--- config.mk ---
export PLATFORM = sky130hd
export DESIGN_NAME = refcmp_timer
export DESIGN_NICKNAME = d
export VERILOG_FILES = /design/src/rtl/tmr_pkg.sv /design/src/rtl/tmr_prescaler.sv /design/src/rtl/tmr_counter.sv /design/src/rtl/refcmp_timer.sv
export SDC_FILE = /design/constraint.sdc
export NUM_CORES = 1
export LEC_CHECK = 0
export ABC_AREA = 1
export ABC_CLOCK_PERIOD_IN_PS = 4900
export CAP_MARGIN = 5
export CORE_MARGIN = 2
export CORE_UTILIZATION = 45
export CTS_BUF_LIST = sky130_fd_sc_hd__clkbuf_16
export CTS_CLUSTER_DIAMETER = 150
export DETAILED_ROUTE_END_ITERATION = 8
export GPL_TIMING_DRIVEN = 0
export SLEW_MARGIN = 10
export SYNTH_ARGS = -nofsm -noshare
export SYNTH_HDL_FRONTEND = slang
export SYNTH_SLANG_ARGS = --single-unit
--- constraint.sdc ---
create_clock -name clk -period 4.9 [get_ports clk]
set_input_delay 0.49 -clock clk [delete_from_list [all_inputs] [get_ports clk]]
set_output_delay 0.49 -clock clk [all_outputs]
set_load 0.05 [all_outputs]
--- src/rtl/tmr_pkg.sv ---
package tmr_pkg;
    parameter int unsigned TMR_W  = 16;
    parameter int unsigned ADDR_W = 5;
    parameter int unsigned PSC_W  = 8;
    parameter int unsigned DIV_W  = 4;
    localparam int unsigned PSC_LSB = 8;

    localparam logic [ADDR_W-1:0] OFS_MODE = 5'h00;
    localparam logic [ADDR_W-1:0] OFS_REF  = 5'h04;
    localparam logic [ADDR_W-1:0] OFS_CAPT = 5'h08;
    localparam logic [ADDR_W-1:0] OFS_CNT  = 5'h0C;
    localparam logic [ADDR_W-1:0] OFS_EVT  = 5'h11;

    localparam int unsigned B_RUN  = 0;
    localparam int unsigned B_WRAP = 3;
    localparam int unsigned B_IEN  = 4;
    localparam int unsigned E_REF  = 1;

    localparam logic [1:0] SRC_SYS  = 2'd1;
    localparam logic [1:0] SRC_SLOW = 2'd2;

    typedef struct packed {
        logic [TMR_W-1:0] mode;
        logic [TMR_W-1:0] refv;
        logic [TMR_W-1:0] capt;
        logic [1:0]       evt;
    } regs_t;
endpackage

--- src/rtl/tmr_prescaler.sv ---
module tmr_prescaler #(
    parameter int unsigned PSC_W = 8,
    parameter int unsigned DIV_W = 4
) (
    input  logic             clk,
    input  logic             rst_n,
    input  logic             run,
    input  logic             restart,
    input  logic             slow_sel,
    input  logic [PSC_W-1:0] psc_cur,
    input  logic [PSC_W-1:0] psc_load,
    output logic             tick
);
    typedef struct packed {
        logic [DIV_W-1:0] dcnt;
        logic [PSC_W-1:0] pcnt;
    } pst_t;

    pst_t st_q, st_d;
    logic stage;

    always_comb begin
        st_d  = st_q;
        stage = slow_sel ? (st_q.dcnt == '1) : 1'b1;
        tick  = run && !restart && stage && (st_q.pcnt == '0);
        if (restart || !run) begin
            st_d.dcnt = '0;
            st_d.pcnt = restart ? psc_load : psc_cur;
        end else begin
            st_d.dcnt = st_q.dcnt + DIV_W'(1);
            if (stage) begin
                st_d.pcnt = (st_q.pcnt == '0) ? psc_cur : st_q.pcnt - PSC_W'(1);
            end
        end
    end

    always_ff @(posedge clk or negedge rst_n) begin
        if (!rst_n) st_q <= '0;
        else        st_q <= st_d;
    end

    AST_TICK_GAP: assert property (@(posedge clk) disable iff (!rst_n)
        (tick && psc_cur != '0) |=> !tick);
endmodule

--- src/rtl/tmr_counter.sv ---
module tmr_counter #(
    parameter int unsigned W = 16
) (
    input  logic         clk,
    input  logic         rst_n,
    input  logic         tick,
    input  logic         wrap_en,
    input  logic [W-1:0] ref_val,
    input  logic         load,
    input  logic [W-1:0] load_val,
    output logic [W-1:0] cnt,
    output logic         hit
);
    logic [W-1:0] cnt_q, cnt_d, step;

    always_comb begin
        step  = (wrap_en && cnt_q == ref_val) ? '0 : cnt_q + W'(1);
        hit   = tick && !load && (step == ref_val);
        cnt_d = cnt_q;
        if (load)      cnt_d = load_val;
        else if (tick) cnt_d = step;
    end

    always_ff @(posedge clk or negedge rst_n) begin
        if (!rst_n) cnt_q <= '0;
        else        cnt_q <= cnt_d;
    end

    assign cnt = cnt_q;

    AST_WRAP_ZERO: assert property (@(posedge clk) disable iff (!rst_n)
        (tick && !load && wrap_en && cnt_q == ref_val) |=> (cnt_q == '0));
    AST_FREE_STEP: assert property (@(posedge clk) disable iff (!rst_n)
        (tick && !load && !wrap_en) |=> (cnt_q == $past(cnt_q) + W'(1)));
endmodule

--- src/rtl/refcmp_timer.sv ---
module refcmp_timer
    import tmr_pkg::*;
(
    input  logic              clk,
    input  logic              rst_n,
    input  logic              wr_en,
    input  logic [ADDR_W-1:0] addr,
    input  logic [TMR_W-1:0]  wdata,
    output logic [TMR_W-1:0]  rdata,
    output logic              irq
);
    regs_t regs_q, regs_d;
    logic wr_mode, wr_ref, wr_capt, wr_cnt, wr_evt;
    logic restart, run, slow, tick, hit;
    logic [1:0] src;
    logic [PSC_W-1:0] psc_load;
    logic [TMR_W-1:0] cnt;

    always_comb begin
        wr_mode = wr_en && (addr == OFS_MODE);
        wr_ref  = wr_en && (addr == OFS_REF);
        wr_capt = wr_en && (addr == OFS_CAPT);
        wr_cnt  = wr_en && (addr == OFS_CNT);
        wr_evt  = wr_en && (addr == OFS_EVT);

        regs_d = regs_q;
        if (wr_mode) begin
            if (regs_q.mode[B_RUN] && !wdata[B_RUN]) begin
                regs_d.mode = '0;
                regs_d.refv = '0;
            end else begin
                regs_d.mode = wdata;
            end
        end
        if (wr_ref)  regs_d.refv = wdata;
        if (wr_capt) regs_d.capt = wdata;
        if (wr_evt)  regs_d.evt  = regs_q.evt & ~wdata[1:0];
        if (hit)     regs_d.evt[E_REF] = 1'b1;

        restart  = wr_mode || wr_ref;
        psc_load = wr_mode ? regs_d.mode[PSC_LSB +: PSC_W] : regs_q.mode[PSC_LSB +: PSC_W];
        src      = regs_q.mode[2:1];
        run      = regs_q.mode[B_RUN] && (src == SRC_SYS || src == SRC_SLOW);
        slow     = (src == SRC_SLOW);

        case (addr)
            OFS_MODE: rdata = regs_q.mode;
            OFS_REF:  rdata = regs_q.refv;
            OFS_CAPT: rdata = regs_q.capt;
            OFS_CNT:  rdata = cnt;
            OFS_EVT:  rdata = TMR_W'(regs_q.evt);
            default:  rdata = '0;
        endcase
        irq = regs_q.mode[B_IEN] && regs_q.evt[E_REF];
    end

    always_ff @(posedge clk or negedge rst_n) begin
        if (!rst_n) regs_q <= '0;
        else        regs_q <= regs_d;
    end

    tmr_prescaler #(.PSC_W(PSC_W), .DIV_W(DIV_W)) u_psc (
        .clk      (clk),
        .rst_n    (rst_n),
        .run      (run),
        .restart  (restart),
        .slow_sel (slow),
        .psc_cur  (regs_q.mode[PSC_LSB +: PSC_W]),
        .psc_load (psc_load),
        .tick     (tick)
    );

    tmr_counter #(.W(TMR_W)) u_cnt (
        .clk      (clk),
        .rst_n    (rst_n),
        .tick     (tick),
        .wrap_en  (regs_q.mode[B_WRAP]),
        .ref_val  (regs_q.refv),
        .load     (wr_cnt),
        .load_val (wdata),
        .cnt      (cnt),
        .hit      (hit)
    );

    AST_HALT_HOLD: assert property (@(posedge clk) disable iff (!rst_n)
        (!regs_q.mode[B_RUN] && !wr_cnt) |=> $stable(cnt));
    AST_STOP_CLEAR: assert property (@(posedge clk) disable iff (!rst_n)
        (wr_mode && regs_q.mode[B_RUN] && !wdata[B_RUN]) |=> (regs_q.mode == '0 && regs_q.refv == '0));
    AST_HIT_FLAG: assert property (@(posedge clk) disable iff (!rst_n)
        hit |=> regs_q.evt[E_REF]);
    AST_REF_STICKY: assert property (@(posedge clk) disable iff (!rst_n)
        (regs_q.evt[E_REF] && !(wr_evt && wdata[E_REF])) |=> regs_q.evt[E_REF]);
endmodule

==> summary.md, run 1 <==
| Metric | Value |
|---|---|
| Status | `finished clean` |
| Htree depth | `3` |
| DP Cell Count | `866` |
| Initial drt markers | `482` |
| WHS | `37.9 ps` |
| Internal | `0.00151 W` |
| Met1 Use GR | `39.2%` |
| CTS tree | `done` |
| First-pass GRT wire length | `24,400 µm` |
| FF+latch area | `1950 µm²` |
| Final Hold Viols | `0` |
| Hold_buf cts | `0` |
| Layout area overhead | `17.4%` |
| Detail Placement HPWL | `12,100 µm` |
| Vias in the first global route | `4,542` |
| Ports | `41` |
| Design Area, Final | `5700 µm²` |
| Switching share of power | `41.8%` |
| RSZ-0062 raised after global routing | `false` |
| Avg WL per Cell | `17.4 µm` |
| Die W | `108 µm` |
| Ant. Diodes | `0` |
| Critical Path RT | `4410 ps` |
| Worst VDD drop | `212 µV` |
| Critical Path, Cell by Cell | `clkdlybuf4s50_1 -> nor2_2 -> nand2_1 -> nor3_1 -> clkbuf_1 -> a21oi_1 -> o21ai_0 -> clkdlybuf4s50_1` |
| Synth area leader | `dfrtp_1` |
| CP max stage delay | `860 ps` |
| Mapped Nets | `718` |
| Total wire length | `15,400 µm` |
| Maxcap violations | `0` |
| Tot GR Track Use | `28.0%` |
| Count leader, synth | `nand2_1` |
| Crit end category | `output pin` |
| Post-synthesis register bit count | `78` |
| Worst-path clk slew | `60 ps` |
| Final setup violation count | `0` |
| Final number of max-transition violations | `0` |
| Crit start category | `input port` |
| Non-filler instance count after layout | `881` |
| Final core utilization | `54.7%` |
| Power Density | `453 nW/µm²` |
| Synth Flop Type | `dfrtp_1` |
| Syn Inst Count | `689` |
| Clk_skew | `6.82 ps` |
| Gr ovfl total | `0` |
| Crit Path Class | `input port to output pin` |
| Setup bufs post-CTS | `0` |
| Min Tclk post-route | `4060 ps` |
| CTS root buf | `clkbuf_16` |
| IO Port Bufs | `40` |
| DIE HEIGHT | `108 µm` |
| Worst slew pin tran | `920 ps` |
| Post-synthesis sequential area ratio | `40.2%` |
| Cell row count | `37` |
| Cts bufs inserted | `9` |
| CP max FO | `10` |
| Syn_area_per_cell | `7.05 µm²` |
| Mapped Area | `4860 µm²` |
| Sequential power share | `39.7%` |
| Share of the synthesized area in the top cell type | `40.2%` |
| Final ANT Viol Nets | `0` |
| Synth area leaders | `dfrtp_1 (40%), nand2_1 (18%), inv_1 (6.3%), o21ai_0 (6.0%), nand3_1 (4.4%)` |
| Largest net degree at the start of global routing | `61` |
| Clk Latency, worst-skew pair | `340 ps` |
| Filler Cell Count | `1,039` |
| Drt pass-1 iters | `5` |
| Initial antenna violation count | `0` |
| Sink Count | `78` |
| Warnings, synthesis | `0` |
| Multi-input logic area | `2450 µm²` |
| Clock Path Buffers | `2` |
| Commonest cells post-synth | `nand2_1 (236), inv_1 (82), dfrtp_1 (78)` |
| GR peak layer | `met2` |
| Vias after detailed routing | `4,780` |
| CP Data Arrival Time | `3570 ps` |
| Yosys cell types | `43` |
| Combinational share of power | `37.5%` |
| Met2 Use GR | `43.2%` |
| Post-synth EDFFs | `0` |
| Die area | `11,600 µm²` |
| Worst path slowest cell | `clkdlybuf4s50_1` |
| Core area | `10,400 µm²` |
| Cell repeated most along the worst path | `clkdlybuf4s50_1` |
| Ratio of cells with drive above 1 in the final layout | `6.04%` |
| CTS resizes | `0` |
| Gp weighted congestion | `1.01` |
| P_leak | `2.72 nW` |
| Starting density of the core | `46.6%` |
| Setup TNS | `0 ps` |
| Met3 Resource Use GR | `4.48%` |
| Nets@finish | `770` |
| Placed Area | `5450 µm²` |
| Vias per cell | `5.43` |
| Clk pwr share | `22.8%` |
| Ys async rst share | `100%` |
| Max Fclk | `246 MHz` |
| Psw | `0.00108 W` |
| Period utilisation layout | `82.9%` |
| Slew HR | `38.2%` |
| Hold crit path type | `input port to async pin` |
| DRC viols | `0` |
-- layout by cell type, fill, tap and decap left out, types with 7 or more instances in the layout --
cell type and count:
clkbuf_1 15, o21ai_0 58, clkbuf_16 9, nor2_2 7
nand2_1 236, o311ai_1 7, dfrtp_1 78, inv_1 86
xor2_1 11, o22ai_1 16, nor2_1 51, a21oi_1 9
inv_2 7, clkdlybuf4s50_1 39, nand3_1 43
-- metal layers --
layer  vias to the layer above  routed length [µm]
li1                       2359                   -
met1                      2211                6960
met2                       174                6960
met3                        36                 965
met4                         0                 485
met5                         -                   0
-- kinds of logic after synthesis --
| family | Yosys count | synth area share, % |
|---|---|---|
| xor+xnor | 16 | 3.04 |
| flops | 78 | 40.2 |
| fa+ha+maj | 5 | 1.29 |
| compound gates | 121 | 15.7 |
| simple gates | 355 | 30.6 |
| buf+inv | 114 | 9.25 |
-- state kept, by name, summed over array words and instances (netlist names) --
name        count
regs_q         50
u_cnt.cnt      16
u_psc.st_q     12
-- power by group through the flow --
stage / logic (W) / registers (W) / clock network (W)
after floorplan: 0.000717 / 0.000964 / 0
after CTS: 0.000960 / 0.00102 / 0.000595
after global routing: 0.00110 / 0.00105 / 0.000624
final: 0.000969 / 0.00103 / 0.000590
after global placement: 0.000938 / 0.00103 / 0
after detailed placement: 0.000953 / 0.00103 / 0
-- through the flow --
stage	setup WS, ps	total power (W)
after floorplan	2300	0.00168
after global placement	437	0.00197
after detailed placement	842	0.00199
after CTS	833	0.00258
after global routing	672	0.00278
final	836	0.00259
-- critical path, delay by kind of cell --
| family | cells | cell delay [ps] |
|---|---|---|
| buffers and inverters | 3 | 1730 |
| AO/OA/AOI/OAI | 2 | 300 |
| AND/OR/NAND/NOR | 3 | 1040 |
-- final timing paths --
check	start	endpoint	cells past startpoint	slack (ps)
max	addr[1]	rdata[14]	8	840
min	rst_n	regs_q[34]	1	40
max reg2reg	u_psc.st_q[0]	regs_q[1]	12	2460
min reg2reg	u_psc.st_q[8]	u_psc.st_q[8]	1	450
max in group asynchronous	rst_n	regs_q[31]	2	4270
min in group clk	u_psc.st_q[8]	u_psc.st_q[8]	1	450
-- layout make-up --
class	count	area share, %
well taps	136	2.98
clock buffers	9	3.95
multi-input cells	497	43.1
inverters	91	5.99
clock inverters	6	0.439
repair buffers	41	7.46
plain buffers	23	1.89
flip-flops and latches	78	34.2
Power figures use the tool's default switching activity.
==> inputs of run 2 (changes only) <==
ABC_CLOCK_PERIOD_IN_PS = 3950   (was 4900)
clock period = 3.95 ns   (was 4.9 ns; I/O delays follow)
==> run 2 against run 1 <==
Flip-flop and latch count unchanged. Critical endpoint unchanged. Global-route usage about the same. Critical path depth up 2. Via count up 0.23%. Routed wire length up 0.71%. Final cell count up 0.11%. Non-clock buffer count up 1. Sequential power up 23%. Worst hold slack better by 420 ps. Clock skew about the same.
==> summary.md, run 2 (synthesis results as in run 1) <==
| Metric | Value |
|---|---|
| CTS root buf | `clkbuf_16` |
| Power Density | `561 nW/µm² (+24%)` |
| Initial drt markers | `514 (+6.6%)` |
| Critical Path RT | `3560 ps (-850 ps)` |
| Detail Placement HPWL | `12,100 µm (unchanged)` |
| Final number of max-transition violations | `0 (unchanged)` |
| Filler Cell Count | `1,040 (+0.096%)` |
| Most frequent cells in the layout | `nand2_1 (236), inv_1 (86), dfrtp_1 (78)` |
| Ports | `41 (unchanged)` |
| Htree depth | `3 (unchanged)` |
| RSZ-0062 raised after global routing | `false` |
| Nets@finish | `771 (+0.13%)` |
| Die area | `11,600 µm² (unchanged)` |
| Gp weighted congestion | `1.01 (unchanged)` |
| Final ANT Viol Nets | `0 (unchanged)` |
| Worst-path clk slew | `60 ps (about the same)` |
| Crit Path Class | `input port to output pin` |
| Sink Count | `78 (unchanged)` |
| IO Port Bufs | `40 (unchanged)` |
| DRC viols | `0 (unchanged)` |
| CP Data Arrival Time | `3330 ps (-240 ps)` |
| Avg WL per Cell | `17.5 µm (+0.60%)` |
| Vias in the first global route | `4,548 (+0.13%)` |
| Hold crit path type | `flip-flop to flip-flop` |
| First-pass GRT wire length | `24,400 µm (about the same)` |
| Min Tclk post-route | `3730 ps` |
| Clk Latency, worst-skew pair | `340 ps (about the same)` |
| Worst Hold Depth | `1` |
| Non-filler instance count after layout | `882 (+0.11%)` |
| Initial antenna violation count | `0 (unchanged)` |
| Status | `finished clean` |
| Cts bufs inserted | `9 (unchanged)` |
| Core area | `10,400 µm² (unchanged)` |
| Largest register FFs | `50 (unchanged)` |
| Clock Path Buffers | `2 (unchanged)` |
| Drt pass-1 iters | `5 (unchanged)` |
| Ratio of cells with drive above 1 in the final layout | `6.17% (+0.13 points)` |
| Total wire length | `15,500 µm (+0.71%)` |
| Final Power | `0.00321 W (+24%)` |
| Layout area overhead | `17.7%` |
| Setup TNS | `0 ps (unchanged)` |
| Worst VDD drop | `263 µV (+25%)` |
| Maxcap violations | `0 (unchanged)` |
| Final Hold Viols | `0 (unchanged)` |
| Final core utilization | `54.9% (+0.14 points)` |
| Starting density of the core | `46.6% (unchanged)` |
| CTS tree | `done` |
| Tot GR Track Use | `28.0% (about the same)` |
| Crit end category | `output pin` |
| Clk_skew | `7.26 ps (+0.446 ps)` |
| DP Cell Count | `866 (unchanged)` |
| Max Fclk | `268 MHz` |
| P_leak | `2.73 nW (+0.20%)` |
| Vias after detailed routing | `4,791 (+0.23%)` |
| Period utilisation layout | `94.3%` |
| Final setup violation count | `0 (unchanged)` |
| Vias per cell | `5.43 (+0.12%)` |
| Cell row count | `37 (unchanged)` |
| Gr ovfl total | `0 (unchanged)` |
| Crit start category | `input port` |
| Die W | `108 µm (unchanged)` |
| Largest net degree at the start of global routing | `61 (unchanged)` |
| Ant. Diodes | `0 (unchanged)` |
| Commonest non-fill, non-tap cell in the layout | `nand2_1` |
| DIE HEIGHT | `108 µm (unchanged)` |
| CP max FO | `10 (unchanged)` |
| Worst R2R Path Depth | `12 (unchanged)` |
| Slew HR | `52.2% (+14 points)` |
| Largest register by flop count | `regs_q` |
| Worst slew pin tran | `711 ps (-209 ps)` |
==> run 2: cell type report <==
cell class	count	area, µm²	share of cell area (%)
buffer	23	108	1.88
clock buffer	9	225	3.94
clock inverter	6	25.0	0.438
inverter	91	342	5.98
multi-input combinational	497	2460	43.0
sequential	78	1950	34.1
tap	136	170	2.98
timing repair buffer	42	435	7.62
==> run 2: through the flow <==
step	instance area, µm²	hold WS, ps	worst slack (ps)
5_1_grt	5720	491	2.39
6_report	5720	454	225
3_3_place_gp	5430	456	-418
2_1_floorplan	4860	99.4	1540
4_1_cts	5710	461	73.2
3_5_place_dp	5450	306	81.6
==> run 2: repair_timing <==
action	4_1_cts	5_1_grt
hold buffers	1	0
gates resized for setup	0	1
endpoints found under the setup margin	0	6
buffers inserted	0	0
endpoints found under the hold margin	18	0
==> run 2: final timing paths <==
path                          startpoint            end  slack, ps
min in group asynchronous          rst_n     regs_q[34]        490
min                        u_psc.st_q[8]  u_psc.st_q[8]        450
max                              addr[1]      rdata[14]        220
max in group asynchronous          rst_n     regs_q[27]       2870
max reg2reg                u_psc.st_q[0]      regs_q[1]       1500
min reg2reg                u_psc.st_q[8]  u_psc.st_q[8]        450
==> run 2: layer usage <==
| metal | vias to the layer above | share of wire [%] | GRT usage, % |
|---|---|---|---|
| li1 | 2354 | - | - |
| met5 | - | 0 | 0 |
| met4 | 0 | 2.9 | 11.4 |
| met2 | 185 | 45 | 43.3 |
| met1 | 2222 | 45 | 39.2 |
| met3 | 30 | 6.7 | 4.48 |
==> run 2: critical path, cell delays in order <==
cell             delay (ps)
clkdlybuf4s50_1         440
nor2_2                  190
nand2_1                 150
nor3_2                  480
clkbuf_1                450
nand2_1                  80
o21ai_0                  80
a21oi_1                  70
o21ai_0                 130
clkdlybuf4s50_1         850
==> run 2: where the power goes <==
part / total, W / switching [W] / leakage, nW / internal, W
sequential: 0.00127 / 0.000248 / 0.981 / 0.00102
clock: 0.000731 / 0.000321 / 0.140 / 0.000411
combinational: 0.00121 / 0.000772 / 1.61 / 0.000433
total: 0.00321 / 0.00134 / 2.73 / 0.00187
